--- config.mk ---
export PLATFORM = sky130hd
export DESIGN_NAME = xlate_walker
export DESIGN_NICKNAME = d
export VERILOG_FILES = /design/src/rtl/xlate_pkg.sv /design/src/rtl/walk_addr_gen.sv /design/src/rtl/walk_entry_check.sv /design/src/rtl/xlate_walker.sv
export SDC_FILE = /design/constraint.sdc
export NUM_CORES = 1
export LEC_CHECK = 0
export BUFFER_PORTS_ARGS = -buffer_cell sky130_fd_sc_hd__buf_2
export CAP_MARGIN = 30
export CORE_ASPECT_RATIO = 0.9
export CORE_UTILIZATION = 40
export CTS_CLUSTER_SIZE = 30
export DETAILED_ROUTE_END_ITERATION = 6
export GPL_ROUTABILITY_DRIVEN = 0
export PLACE_DENSITY_LB_ADDON = 0.12
export SLEW_MARGIN = 20
export SYNTH_ARGS = -nofsm -noshare
export SYNTH_HDL_FRONTEND = slang
export SYNTH_SLANG_ARGS = --single-unit
--- constraint.sdc ---
create_clock -name clk -period 5.48 [get_ports clk]
set_clock_uncertainty 0.05 [all_clocks]
set_input_delay 1.096 -clock clk [delete_from_list [all_inputs] [get_ports clk]]
set_output_delay 1.096 -clock clk [all_outputs]
set_load 0.01 [all_outputs]
--- src/rtl/xlate_pkg.sv ---
`timescale 1ns/1ps
// Package: shared entry bit positions and walker state encoding.
// Assumes 32-bit entries laid out identically at both table levels.
package xlate_pkg;
    localparam int BIT_P  = 0;   // present
    localparam int BIT_RW = 1;   // writable
    localparam int BIT_US = 2;   // user accessible
    localparam int BIT_A  = 5;   // accessed
    localparam int BIT_D  = 6;   // dirty (leaf level only)

    typedef enum logic [2:0] {
        W_IDLE,
        W_DIR_RD,
        W_DIR_WB,
        W_TBL_RD,
        W_TBL_WB,
        W_DONE
    } walk_state_e;
endpackage

--- src/rtl/walk_addr_gen.sv ---
`timescale 1ns/1ps
// Module: walk_addr_gen
// Forms the byte addresses of the directory word and the table word.
// Assumes one table fills exactly one page (OFF_W == IDX_W + 2) and 4-byte entries.
module walk_addr_gen #(
    parameter int ADDR_W = 32,
    parameter int OFF_W  = 12,
    parameter int IDX_W  = 10
) (
    input  logic [ADDR_W-1:0]       base,
    input  logic [ADDR_W-OFF_W-1:0] vpn,
    input  logic [ADDR_W-OFF_W-1:0] tbl_frame,
    output logic [ADDR_W-1:0]       dir_addr,
    output logic [ADDR_W-1:0]       tbl_addr
);
    localparam int PAD_W = ADDR_W - IDX_W - 2;

    logic [IDX_W-1:0] idx_hi;
    logic [IDX_W-1:0] idx_lo;

    // Split the virtual page number into the two table indices.
    assign idx_hi = vpn[ADDR_W-OFF_W-1 -: IDX_W];
    assign idx_lo = vpn[IDX_W-1:0];

    // Directory word: base plus index scaled by the entry size.
    assign dir_addr = base + {{PAD_W{1'b0}}, idx_hi, 2'b00};

    // Table word: table frame concatenated with scaled second index.
    assign tbl_addr = {tbl_frame, idx_lo, 2'b00};
endmodule

--- src/rtl/walk_entry_check.sv ---
`timescale 1ns/1ps
// Module: walk_entry_check
// Decodes one page-table word: presence, permission for the access, and
// whether status bits must be written back (and the word to write).
// LEAF selects whether the dirty bit is maintained at this level.
module walk_entry_check
    import xlate_pkg::*;
#(
    parameter int ENT_W = 32,
    parameter bit LEAF  = 1'b0
) (
    input  logic [ENT_W-1:0] entry,
    input  logic             acc_write,
    input  logic             acc_user,
    output logic             present,
    output logic             allowed,
    output logic             wb_needed,
    output logic [ENT_W-1:0] wb_word
);
    logic [ENT_W-1:0] set_mask;

    // Pick the status bits this level must carry after a legal access.
    generate
        if (LEAF) begin : g_leaf
            always_comb begin
                set_mask         = '0;
                set_mask[BIT_A]  = 1'b1;
                set_mask[BIT_D]  = acc_write;
            end
        end else begin : g_dir
            always_comb begin
                set_mask         = '0;
                set_mask[BIT_A]  = 1'b1;
            end
        end
    endgenerate

    // Presence and permission decode for the requested access.
    always_comb begin
        present = entry[BIT_P];
        allowed = !(acc_user && !entry[BIT_US]) && !(acc_write && !entry[BIT_RW]);
    end

    // Write back only when some required bit is still clear.
    always_comb begin
        wb_word   = entry | set_mask;
        wb_needed = |(set_mask & ~entry);
    end
endmodule

--- src/rtl/xlate_walker.sv ---
`timescale 1ns/1ps
// Module: xlate_walker (top)
// Walks a two-level page table over a single-outstanding word memory port:
// directory read, optional status write-back, table read, optional write-back.
// Assumes the memory answers each request with exactly one mem_rvalid pulse.
module xlate_walker
    import xlate_pkg::*;
#(
    parameter int ADDR_W = 32,
    parameter int OFF_W  = 12,
    parameter int IDX_W  = 10
) (
    input  logic                    clk,
    input  logic                    rst_n,
    input  logic                    start,
    input  logic [ADDR_W-1:0]       req_va,
    input  logic                    req_write,
    input  logic                    req_user,
    input  logic [ADDR_W-1:0]       dir_base,
    output logic                    busy,
    output logic                    done,
    output logic                    fault,
    output logic                    fault_prot,
    output logic [ADDR_W-1:0]       fault_va,
    output logic                    fault_write,
    output logic                    fault_user,
    output logic [ADDR_W-OFF_W-1:0] res_ppn,
    output logic                    res_writable,
    output logic                    res_user_ok,
    output logic                    mem_req,
    output logic                    mem_we,
    output logic [ADDR_W-1:0]       mem_addr,
    output logic [ADDR_W-1:0]       mem_wdata,
    input  logic                    mem_rvalid,
    input  logic [ADDR_W-1:0]       mem_rdata
);
    localparam int PPN_W = ADDR_W - OFF_W;

    walk_state_e       st;
    logic [ADDR_W-1:0] va_q;
    logic [ADDR_W-1:0] base_q;
    logic [ADDR_W-1:0] wb_q;
    logic              wr_q;
    logic              usr_q;
    logic [PPN_W-1:0]  pde_frame_q;
    logic              pde_rw_q;
    logic              pde_us_q;

    logic [ADDR_W-1:0] dir_addr;
    logic [ADDR_W-1:0] tbl_addr;

    logic              d_present, d_allowed, d_wb_needed;
    logic              t_present, t_allowed, t_wb_needed;
    logic [ADDR_W-1:0] d_wb_word;
    logic [ADDR_W-1:0] t_wb_word;

    // Address formation for both levels.
    walk_addr_gen #(
        .ADDR_W(ADDR_W),
        .OFF_W (OFF_W),
        .IDX_W (IDX_W)
    ) u_addr (
        .base     (base_q),
        .vpn      (va_q[ADDR_W-1:OFF_W]),
        .tbl_frame(pde_frame_q),
        .dir_addr (dir_addr),
        .tbl_addr (tbl_addr)
    );

    // Directory-level decode of the returned word.
    walk_entry_check #(
        .ENT_W(ADDR_W),
        .LEAF (1'b0)
    ) u_dir_chk (
        .entry    (mem_rdata),
        .acc_write(wr_q),
        .acc_user (usr_q),
        .present  (d_present),
        .allowed  (d_allowed),
        .wb_needed(d_wb_needed),
        .wb_word  (d_wb_word)
    );

    // Table-level decode of the returned word.
    walk_entry_check #(
        .ENT_W(ADDR_W),
        .LEAF (1'b1)
    ) u_tbl_chk (
        .entry    (mem_rdata),
        .acc_write(wr_q),
        .acc_user (usr_q),
        .present  (t_present),
        .allowed  (t_allowed),
        .wb_needed(t_wb_needed),
        .wb_word  (t_wb_word)
    );

    // Walk sequencer: request capture, level steps, fault and result capture.
    always_ff @(posedge clk) begin
        if (!rst_n) begin
            st           <= W_IDLE;
            va_q         <= '0;
            base_q       <= '0;
            wb_q         <= '0;
            wr_q         <= 1'b0;
            usr_q        <= 1'b0;
            pde_frame_q  <= '0;
            pde_rw_q     <= 1'b0;
            pde_us_q     <= 1'b0;
            fault        <= 1'b0;
            fault_prot   <= 1'b0;
            fault_va     <= '0;
            fault_write  <= 1'b0;
            fault_user   <= 1'b0;
            res_ppn      <= '0;
            res_writable <= 1'b0;
            res_user_ok  <= 1'b0;
        end else begin
            case (st)
                W_IDLE: begin
                    if (start) begin
                        va_q         <= req_va;
                        base_q       <= dir_base;
                        wr_q         <= req_write;
                        usr_q        <= req_user;
                        fault        <= 1'b0;
                        fault_prot   <= 1'b0;
                        res_ppn      <= '0;
                        res_writable <= 1'b0;
                        res_user_ok  <= 1'b0;
                        st           <= W_DIR_RD;
                    end
                end
                W_DIR_RD: begin
                    if (mem_rvalid) begin
                        pde_frame_q <= mem_rdata[ADDR_W-1:OFF_W];
                        pde_rw_q    <= mem_rdata[BIT_RW];
                        pde_us_q    <= mem_rdata[BIT_US];
                        wb_q        <= d_wb_word;
                        if (!d_present || !d_allowed) begin
                            fault       <= 1'b1;
                            fault_prot  <= d_present;
                            fault_va    <= va_q;
                            fault_write <= wr_q;
                            fault_user  <= usr_q;
                            st          <= W_DONE;
                        end else if (d_wb_needed) begin
                            st <= W_DIR_WB;
                        end else begin
                            st <= W_TBL_RD;
                        end
                    end
                end
                W_DIR_WB: begin
                    if (mem_rvalid) begin
                        st <= W_TBL_RD;
                    end
                end
                W_TBL_RD: begin
                    if (mem_rvalid) begin
                        wb_q <= t_wb_word;
                        if (!t_present || !t_allowed) begin
                            fault       <= 1'b1;
                            fault_prot  <= t_present;
                            fault_va    <= va_q;
                            fault_write <= wr_q;
                            fault_user  <= usr_q;
                            st          <= W_DONE;
                        end else begin
                            res_ppn      <= mem_rdata[ADDR_W-1:OFF_W];
                            res_writable <= pde_rw_q & mem_rdata[BIT_RW];
                            res_user_ok  <= pde_us_q & mem_rdata[BIT_US];
                            st           <= t_wb_needed ? W_TBL_WB : W_DONE;
                        end
                    end
                end
                W_TBL_WB: begin
                    if (mem_rvalid) begin
                        st <= W_DONE;
                    end
                end
                W_DONE: begin
                    st <= W_IDLE;
                end
                default: begin
                    st <= W_IDLE;
                end
            endcase
        end
    end

    // Memory port drive, selected by the current walk step.
    always_comb begin
        mem_req   = 1'b0;
        mem_we    = 1'b0;
        mem_addr  = '0;
        mem_wdata = wb_q;
        case (st)
            W_DIR_RD: begin mem_req = 1'b1; mem_addr = dir_addr; end
            W_DIR_WB: begin mem_req = 1'b1; mem_we = 1'b1; mem_addr = dir_addr; end
            W_TBL_RD: begin mem_req = 1'b1; mem_addr = tbl_addr; end
            W_TBL_WB: begin mem_req = 1'b1; mem_we = 1'b1; mem_addr = tbl_addr; end
            default:  begin mem_req = 1'b0; end
        endcase
    end

    // Handshake status outputs.
    assign busy = (st != W_IDLE);
    assign done = (st == W_DONE);
endmodule

==> results of run 1 <==
[logic make-up after synthesis]
logic type | after synthesis
adders and majority gates | 11
DFF | 181
buffers and inverters | 78
xor gates and xnor gates | 10
and+or+nand+nor | 471
AOI/OAI and AO/OA | 267
[cell usage after synthesis (9+ instances only)]
master / n / area, µm²
dfxtp_1: 181 / 3623
a21oi_1: 11 / 55.05
nand3_1: 41 / 205.2
o21ai_0: 16 / 80.08
nand2_1: 362 / 1359
o211ai_1: 11 / 82.58
nor3_1: 9 / 45.04
nor2_1: 13 / 48.80
clkbuf_1: 66 / 247.7
ha_1: 10 / 125.1
a21boi_0: 177 / 1329
[sequential cells by signal (all words and copies together), names as in the netlist, 3 cells and up]
| register | count |
|---|---|
| base_q | 32 |
| fault_va | 32 |
| mem_wdata | 32 |
| va_q | 32 |
| pde_frame_q | 20 |
| res_ppn | 20 |
| st | 3 |
[power by group through the flow]
| stage | clock, mW | combinational (mW) | sequential [mW] |
|---|---|---|---|
| 2_1_floorplan | 0 | 0.251 | 1.45 |
| 3_3_place_gp | 0 | 0.407 | 1.46 |
| 3_5_place_dp | 0 | 0.410 | 1.46 |
| 4_1_cts | 1.26 | 0.412 | 1.43 |
| 5_1_grt | 1.31 | 0.458 | 1.44 |
| 6_report | 1.23 | 0.410 | 1.43 |
[cell type report]
class                      instances  share of cell area (%)
multi-input combinational        759                   42.24
clock inverter                    13                   1.445
clock buffer                      19                   4.311
sequential                       181                   36.08
inverter                           3                  0.1121
tap                              255                   3.177
timing repair buffer             242                   12.63
[worst paths after layout]
path              startpoint      endpoint  cells past startpoint
hold reg to reg    base_q[0]     base_q[0]                      2
setup reg to reg       st[2]     base_q[5]                      5
setup / recovery   base_q[2]  mem_addr[20]                      9
hold / removal     base_q[0]     base_q[0]                      2
[metrics by stage]
stage,setup slack [ns],hold slack (ns)
after floorplan,2.002,0.3888
after global placement,1.382,0.3929
after detailed placement,1.587,0.3976
after CTS,1.090,0.4126
after global routing,0.9307,0.4289
final,1.140,0.4083
[cells in the final DEF (no fill, tap or decap), types with 3 or more instances in the layout]
master | netlist | routed
nand2_1 | 362 | 361
buf_2 | 6 | 227
dfxtp_1 | 181 | 181
a21boi_0 | 177 | 177
nand3_1 | 41 | 41
clkbuf_16 | 0 | 17
o21ai_0 | 16 | 15
buf_4 | 0 | 13
nor2_1 | 13 | 12
a21oi_1 | 11 | 11
o211ai_1 | 11 | 11
ha_1 | 10 | 10
nor3_1 | 9 | 9
nand2b_1 | 7 | 7
nand4_1 | 7 | 7
xor2_1 | 7 | 7
a32oi_1 | 7 | 7
and3_1 | 6 | 6
a211oi_1 | 6 | 6
o211a_1 | 5 | 5
and2_1 | 6 | 5
a21o_1 | 5 | 5
a211o_1 | 5 | 5
inv_6 | 0 | 5
o21a_1 | 4 | 4
nor4_1 | 4 | 4
and4_1 | 3 | 3
inv_1 | 3 | 3
a221o_1 | 3 | 3
xnor2_1 | 3 | 3
clkinv_2 | 0 | 3
[tightest hold or removal path: stages (launching register included)]
cell	delay, ns
dfxtp_1	0.31
nand2_1	0.04
a21boi_0	0.06
[metal layers]
layer / up-vias / GRT usage (%) / routed length, µm
li1: 3823 / - / -
met4: 0 / 5.163 / 232
met5: - / 0 / 0
met1: 3532 / 30.44 / 11220
met2: 192 / 37.84 / 11350
met3: 15 / 5.694 / 1397
==> flow_summary.json, run 1 <==
{
  "finalCritPeriodShare_pct": 79.19,
  "violations": "DRC",
  "multi_input_area_um2": 4242,
  "relSlewSlack_pct": 46.71,
  "post_cts_buffers": 0,
  "drcViolationCount": 13,
  "seq_area_um2": 3623,
  "root_buffer": "clkbuf_16",
  "max_stage_delay_ns": 0.44,
  "crit_chain": "ha_1, fa_1, a211oi_1, o211ai_1, a41oi_1, buf_2, nor4b_1, a211o_1, buf_2",
  "synth-edff-count": 0,
  "placed_cells": 1439,
  "switching_share_pct": 28.01,
  "grt-ovfl-total": 0,
  "via_per_inst": 5.137,
  "ant_nets": 0,
  "synth_warnings": 0,
  "vias": 7562,
  "syn_inst": 1018,
  "p_clk_share_pct": 40.1,
  "worstMarginPinSlew_ns": 0.7993,
  "syn_nets": 1131,
  "crit_path_end_kind": "output pin",
  "status": "finished, violations left",
  "crit_fanout": 9,
  "synth-xor-area-share_pct": 1.074,
  "grt_start_max_net_pins": 69,
  "setup_viol": 0,
  "critPathLaunchType": "register",
  "cts_tree": "built",
  "finalSetupTns_ns": 0,
  "cts_hold_buffers": 0,
  "finalHoldViolCount": 0,
  "yosysSeqAreaShare_pct": 44.44,
  "clkTransAtPathRegs_ns": 0.07,
  "ctsResizeCount": 0,
  "finalInstanceArea_um2": 10040,
  "clkLatencyLatePin_ns": 0.42,
  "ys_types": 53,
  "report.final.slew_viol_count": 0,
  "start_util_pct": 40.79,
  "dp_hpwl_um": 16760,
  "drv_cap": 0,
  "wl_um": 24190,
  "combPwrFrac_pct": 13.4,
  "grt_pass1_vias": 6979,
  "cp.required_ns": 4.33,
  "cts_made_buffers": 17,
  "p_per_area_nw_per_um2": 305.6,
  "antenna_found_initial": 0,
  "cts_buffer_depth": 2,
  "synth-main-ff-cell": "dfxtp_1",
  "power.total_mw": 3.069,
  "final.fill_count": 2016,
  "htreeDepth": 4,
  "clock-sinks": 181,
  "async_flop_share_pct": 0,
  "syn_area_um2": 8153,
  "synth_compound_area_share_pct": 24.80,
  "syn_avg_cell_area_um2": 8.009,
  "critPathKind": "register to output pin",
  "fp.dieArea_um2": 20960,
  "max_freq_mhz": 230.4,
  "cp_top_family": "compound AO/OA/AOI/OAI gates",
  "crit_arrival_ns": 3.19,
  "firstDrtPassIters": 7,
  "io_pins": 228,
  "reg2reg_slack_ns": 3.27,
  "p_int_mw": 2.209,
  "core_um2": 19990,
  "placementRows": 49,
  "slowest_stage": "fa_1",
  "fp.dieW_um": 152.5,
  "grtUsageTotal_pct": 22.97,
  "synth_fa_ha_area_share_pct": 1.780,
  "ir_drop_v": 0.0001927,
  "post-route-min-period_ns": 4.340,
  "critical_path.most_common_cell": "buf_2",
  "p_leak_nw": 4.221,
  "grt_pass1_wl_um": 37970,
  "p_seq_share_pct": 46.5,
  "rsz0062_at_grt": "false",
  "crit_buf_inv": 2,
  "drtIter0Drc": 438,
  "wl_per_cell_um": 16.44,
  "min_path_type": "register to register",
  "placed_area_um2": 9449,
  "die_h_um": 137.4,
  "p_switching_uw": 859.6,
  "drive_above_1_share_pct": 23.42,
  "fin_util_pct": 50.24,
  "synth_top_family_by_area": "compound AO/OA/AOI/OAI gates",
  "yosys.area_share.simple_pct": 24.22,
  "layout.cells.non_filler": 1472,
  "layout.nets": 1317,
  "diodes": 0,
  "port_buffers": 227,
  "area_growth_pct": 23.17,
  "ys_seq_elements": 181,
  "synth.mux.area_fraction_pct": 0
}
(Power assumes the default switching activity.)
==> run 2, diff against run 1 <==
Settings changed: ABC_AREA set to 1.
Clock period 5.48 ns to 3.6 ns, I/O delays scaled along.
==> run 2 against run 1 <==
Compared with the run above:
- the run now ends clean
- hold slack got worse by 0.0031 ns
- largest power group unchanged
- final area decreased by 2.2%
- non-clock buffer count decreased by 4
- synthesized cell count increased by 13%
- critical endpoint is now mem_addr[18]
==> flow_summary.json, run 2 <==
{
  "syn_area_um2": 7990,
  "syn_nets": 1265,
  "dp_hpwl_um": 17540,
  "antenna_found_initial": 2,
  "port_buffers": 227,
  "drive_above_1_share_pct": 21.27,
  "area_growth_pct": 22.97,
  "grt_pass1_wl_um": 37760,
  "wl_um": 23880,
  "start_util_pct": 41.19,
  "grt_start_max_net_pins": 78,
  "rsz0062_at_grt": "false",
  "critPathKind": "register to output pin",
  "placed_cells": 1577,
  "synth_common_cells": "229 x nand2_1, 183 x nor2_1, 181 x dfxtp_1",
  "root_buffer": "clkbuf_16",
  "drtIter0Drc": 513,
  "finalCritPeriodShare_pct": 93.17,
  "ys_seq_elements": 181,
  "fin_ws_ns": 0.2457,
  "yosysMostFrequentCell": "nand2_1",
  "syn_avg_cell_area_um2": 6.936,
  "wl_per_cell_um": 14.83,
  "syn_inst": 1152,
  "layout_common_cells": "229 x nand2_1, 226 x buf_2, 182 x nor2_1",
  "finalSetupTns_ns": 0,
  "crit_arrival_ns": 2.58,
  "grt-ovfl-total": 0,
  "crit_path_start": "va_q[22]",
  "post_cts_buffers": 0,
  "pre_cts_slack_ns": 0.7402,
  "ant_nets": 0,
  "worstMarginPinSlew_ns": 0.8309,
  "via_per_inst": 4.953,
  "max_freq_mhz": 298.1,
  "synth_top_cell_by_area": "dfxtp_1",
  "status": "complete, no violations",
  "report.final.slew_viol_count": 0,
  "cp.required_ns": 2.83,
  "clock-sinks": 181,
  "firstDrtPassIters": 6,
  "cts_hold_buffers": 0,
  "synth-main-ff-cell": "dfxtp_1",
  "setup_viol": 0,
  "clkTransAtPathRegs_ns": 0.07,
  "ctsResizeCount": 0,
  "vias": 7974,
  "min_path_type": "register to register",
  "layout.cells.non_filler": 1610,
  "crit_path_end_kind": "output pin",
  "p_leak_nw": 4.720,
  "ys_types": 33,
  "clkLatencyLatePin_ns": 0.43,
  "synth-edff-count": 0,
  "yosysSeqAreaShare_pct": 45.35,
  "core_um2": 19400,
  "cts_made_buffers": 17,
  "p_per_area_nw_per_um2": 600.1,
  "crit_fanout": 7,
  "grt_pass1_vias": 7279,
  "netlist.area_leader.share_pct": 45.35,
  "grtUsageTotal_pct": 23.53,
  "fp.dieArea_um2": 20550,
  "drv_cap": 0,
  "hold_start": "base_q[1]",
  "fp.dieW_um": 151.0,
  "placementRows": 48,
  "io_pins": 228,
  "post-route-min-period_ns": 3.354,
  "htreeDepth": 4,
  "netlist_top_cells_area": "dfxtp_1 45%, nand2_1 11%, o21ai_0 9.8%",
  "layout_commonest_cell": "nand2_1",
  "drcViolationCount": 0,
  "r2r_start": "st[0]",
  "cts_tree": "built",
  "relSlewSlack_pct": 44.53,
  "finalHoldViolCount": 0,
  "async_flop_share_pct": 0,
  "layout.nets": 1459,
  "die_h_um": 136.1,
  "synth_warnings": 0,
  "critPathLaunchType": "register",
  "cts_buffer_depth": 2,
  "ir_drop_v": 0.0003631
}
run 2: changes by cell type in the layout (fill, tap and decap cells not counted), sizes merged, moves of 95 or more:
cell    previous run  this run
nor2              13       187
a21oi             11       118
a21boi           177         1
inv                9       104
nand2            362       235
o21ai             17       161
run 2: cells by family (layout without fill, tap and decap cells):
| group | after synthesis | count (layout) | synth area share, % |
|---|---|---|---|
| AOI/OAI and AO/OA | 284 | 284 | 17.95 |
| adders and majority gates | 11 | 11 | 1.816 |
| buffers and inverters | 162 | 369 | 8.409 |
| DFF | 181 | 181 | 45.35 |
| other | 0 | 1 | 0 |
| and+or+nand+nor | 514 | 514 | 26.48 |
run 2: final cells by class:
type | count | area, µm²
inverters | 99 | 371.6
fillers | 2016 | 9573
multi-input cells | 809 | 3697
diodes | 1 | 2.502
repair buffers | 238 | 1246
flip-flops and latches | 181 | 3623
clock inverters | 14 | 142.6
well taps | 250 | 312.8
clock buffers | 18 | 429.2
run 2: path summary, 6_finish.rpt:
check,end,slack [ns],depth (start not counted)
worst min register to register,base_q[1],0.41,2
worst max-delay path,mem_addr[18],0.25,10
worst max register to register,fault_va[23],1.13,8
worst min-delay path,base_q[1],0.41,2
run 2: power by group:
part | switching, mW | internal, mW | total (mW)
combinational | 1.09 | 0.521 | 1.61
sequential | 0.191 | 2.30 | 2.49
clock | 0.877 | 0.920 | 1.80
total | 2.15 | 3.74 | 5.90
run 2: per-stage QoR:
step / hold slack, ns / power (mW) / area [µm²] / utilization (%)
2_1_floorplan: 0.3800 / 3.574 / 7990 / -
3_3_place_gp: 0.3875 / 4.130 / 9251 / 47.69
3_5_place_dp: 0.3969 / 4.141 / 9251 / 47.69
4_1_cts: 0.4087 / 5.936 / 9823 / 50.64
5_1_grt: 0.4259 / 6.262 / 9823 / 50.64
6_report: 0.4051 / 5.896 / 9826 / 50.65
run 2: routing by layer:
metal | GRT usage, % | up-vias | routed length (µm)
met2 | 35.60 | 215 | 10350
met3 | 6.309 | 23 | 1584
met4 | 5.667 | 2 | 290
met1 | 33.01 | 3613 | 11640
met5 | 0 | - | 10
li1 | - | 4121 | -
run 2: worst max-delay path, stage by stage, from the launching register on:
cell and delay, ns:
dfxtp_1 0.33, ha_1 0.23, fa_1 0.46, nand3_1 0.14, nand3_1 0.12, nand3_1 0.09, nand3_1 0.26, nand2_1 0.18
nor2_1 0.05, o21ai_0 0.15, buf_2 0.15
==> run 3, diff against run 2 <==
Settings changed: ABC_AREA 1 to unset.
==> run 3 against run 2 <==
Compared with the run above:
- the flow now finishes with violations (DRC)
- fmax shrank 5.0%
- via count decreased by 3.3%
- sequential share of layout area decreased by 1.6 points
- die area is 2.0% higher
- cell count decreased by 7.9%
==> flow_summary.json, run 3 (synthesis gave the netlist of run 1 again) <==
{
  "rr_worst_depth": 6,
  "layout.nets": 1328,
  "grtUsageTotal_pct": 22.82,
  "antenna_found_initial": 0,
  "reg2reg_slack_ns": 1.08,
  "layout_commonest_cell": "nand2_1",
  "routedLengthMet1_um": 10910,
  "wl_met3_um": 1407,
  "p_per_area_nw_per_um2": 464.1,
  "core_um2": 19990,
  "met2_length_um": 11590,
  "r2r_start": "st[0]",
  "final.fill_count": 2017,
  "fp.dieArea_um2": 20960,
  "multi_input_area_um2": 4344,
  "fin_ws_ns": 0.06919,
  "drive_above_1_share_pct": 25.49,
  "placementRows": 49,
  "firstDrtPassIters": 7,
  "r2r-end": "pde_frame_q[0]",
  "hold_path_depth": 2,
  "max_freq_mhz": 283.2,
  "placed_area_um2": 9494,
  "relSlewSlack_pct": 47.75,
  "via_per_inst": 5.202,
  "violations": "DRC",
  "grt-ovfl-total": 0,
  "finalCritPeriodShare_pct": 98.08,
  "finalInstanceArea_um2": 10290,
  "clkTransAtPathRegs_ns": 0.07,
  "finalHoldViolCount": 0,
  "cts_buffer_depth": 2,
  "wl_um": 24240,
  "drv_cap": 0,
  "clock-sinks": 181,
  "drcViolationCount": 10,
  "cp.required_ns": 2.83,
  "grt_start_max_net_pins": 89,
  "diodes": 0,
  "highest_layer": "met4",
  "critPathLaunchType": "register",
  "crit_path_end_kind": "output pin",
  "ir_drop_v": 0.0003130,
  "hold_end": "fault_va[16]",
  "cts_made_buffers": 17,
  "pre_cts_slack_ns": 0.3034,
  "clkLatencyLatePin_ns": 0.44,
  "port_buffers": 227,
  "critPathKind": "register to output pin",
  "io_pins": 228,
  "min_path_type": "register to register",
  "htreeDepth": 4,
  "p_leak_nw": 4.312,
  "root_buffer": "clkbuf_16",
  "layout_common_cells": "361 x nand2_1, 226 x buf_2, 178 x dfxtp_1",
  "crit_fanout": 5,
  "wl_per_cell_um": 16.34,
  "fp.dieW_um": 152.5,
  "grt_pass1_wl_um": 37560,
  "ant_nets": 0,
  "crit_arrival_ns": 2.76,
  "die_h_um": 137.4,
  "dp_hpwl_um": 16750,
  "vias": 7714,
  "worstMarginPinSlew_ns": 0.7837,
  "cts_tree": "built",
  "post-route-min-period_ns": 3.531,
  "start_util_pct": 40.79,
  "power.total_mw": 4.775,
  "setup_viol": 0,
  "report.final.slew_viol_count": 0,
  "area_growth_pct": 26.18,
  "grt_pass1_vias": 7029,
  "seq_area_um2": 3630,
  "status": "finished, violations left",
  "drtIter0Drc": 383,
  "hold_start": "fault_va[16]"
}
[run 3: per-stage QoR]
step	utilization (%)	hold WS, ns	TNS, ns	std cells
2_1_floorplan	-	0.3888	0	1018
3_3_place_gp	47.50	0.3930	0	1443
3_5_place_dp	47.50	0.3976	0	1443
4_1_cts	50.96	0.4111	0	1480
5_1_grt	51.47	0.4273	-0.04611	1483
6_report	51.47	0.4085	0	1483
[run 3: what timing repair did]
action                                  4_1_cts  5_1_grt
endpoints found under the setup margin       15       11
hold buffers                                  0        0
pin swaps                                     4       10
setup buffers                                 5        3
gates resized for setup                       7       20
[run 3: report_power, final]
group | internal (mW) | switching (mW)
clock | 1.06 | 0.888
combinational | 0.250 | 0.405
sequential | 2.10 | 0.0785
[run 3: worst max path at each step]
stage / from / end / slack [ns] / cells after the start
6_report: va_q[22] / mem_addr[20] / 0.07 / 9
5_1_grt: va_q[22] / mem_addr[20] / -0.04 / 9
4_1_cts: va_q[22] / mem_addr[22] / 0.0009 / 9
3_5_place_dp: base_q[2] / mem_addr[16] / 0.30 / 8
3_3_place_gp: base_q[2] / mem_addr[16] / 0.33 / 8
2_1_floorplan: base_q[2] / mem_addr[16] / 0.50 / 8
[run 3: layout make-up]
cell class	count	share of cell area [%]
Sequential cell	181	35.28
Tap cell	255	3.101
Timing Repair Buffer	253	13.28
Multi-Input combinational cell	759	42.23
Clock buffer	17	4.135
Inverter	3	0.1095
Clock inverter	15	1.861
[run 3: worst max-delay path, cell delays in order (launching register included)]
cell and delay [ns]:
dfxtp_4 0.36, ha_4 0.17, fa_2 0.41, a211oi_2 0.24, o211ai_1 0.22, a41o_2 0.36
buf_6 0.14, a21oi_1 0.15, a211o_1 0.14, buf_2 0.13
[run 3: routing by layer]
layer | vias to the layer above | track usage (%)
met5 | - | 0
met4 | 0 | 6.622
met3 | 22 | 5.473
met2 | 211 | 38.61
met1 | 3625 | 29.07
li1 | 3856 | -
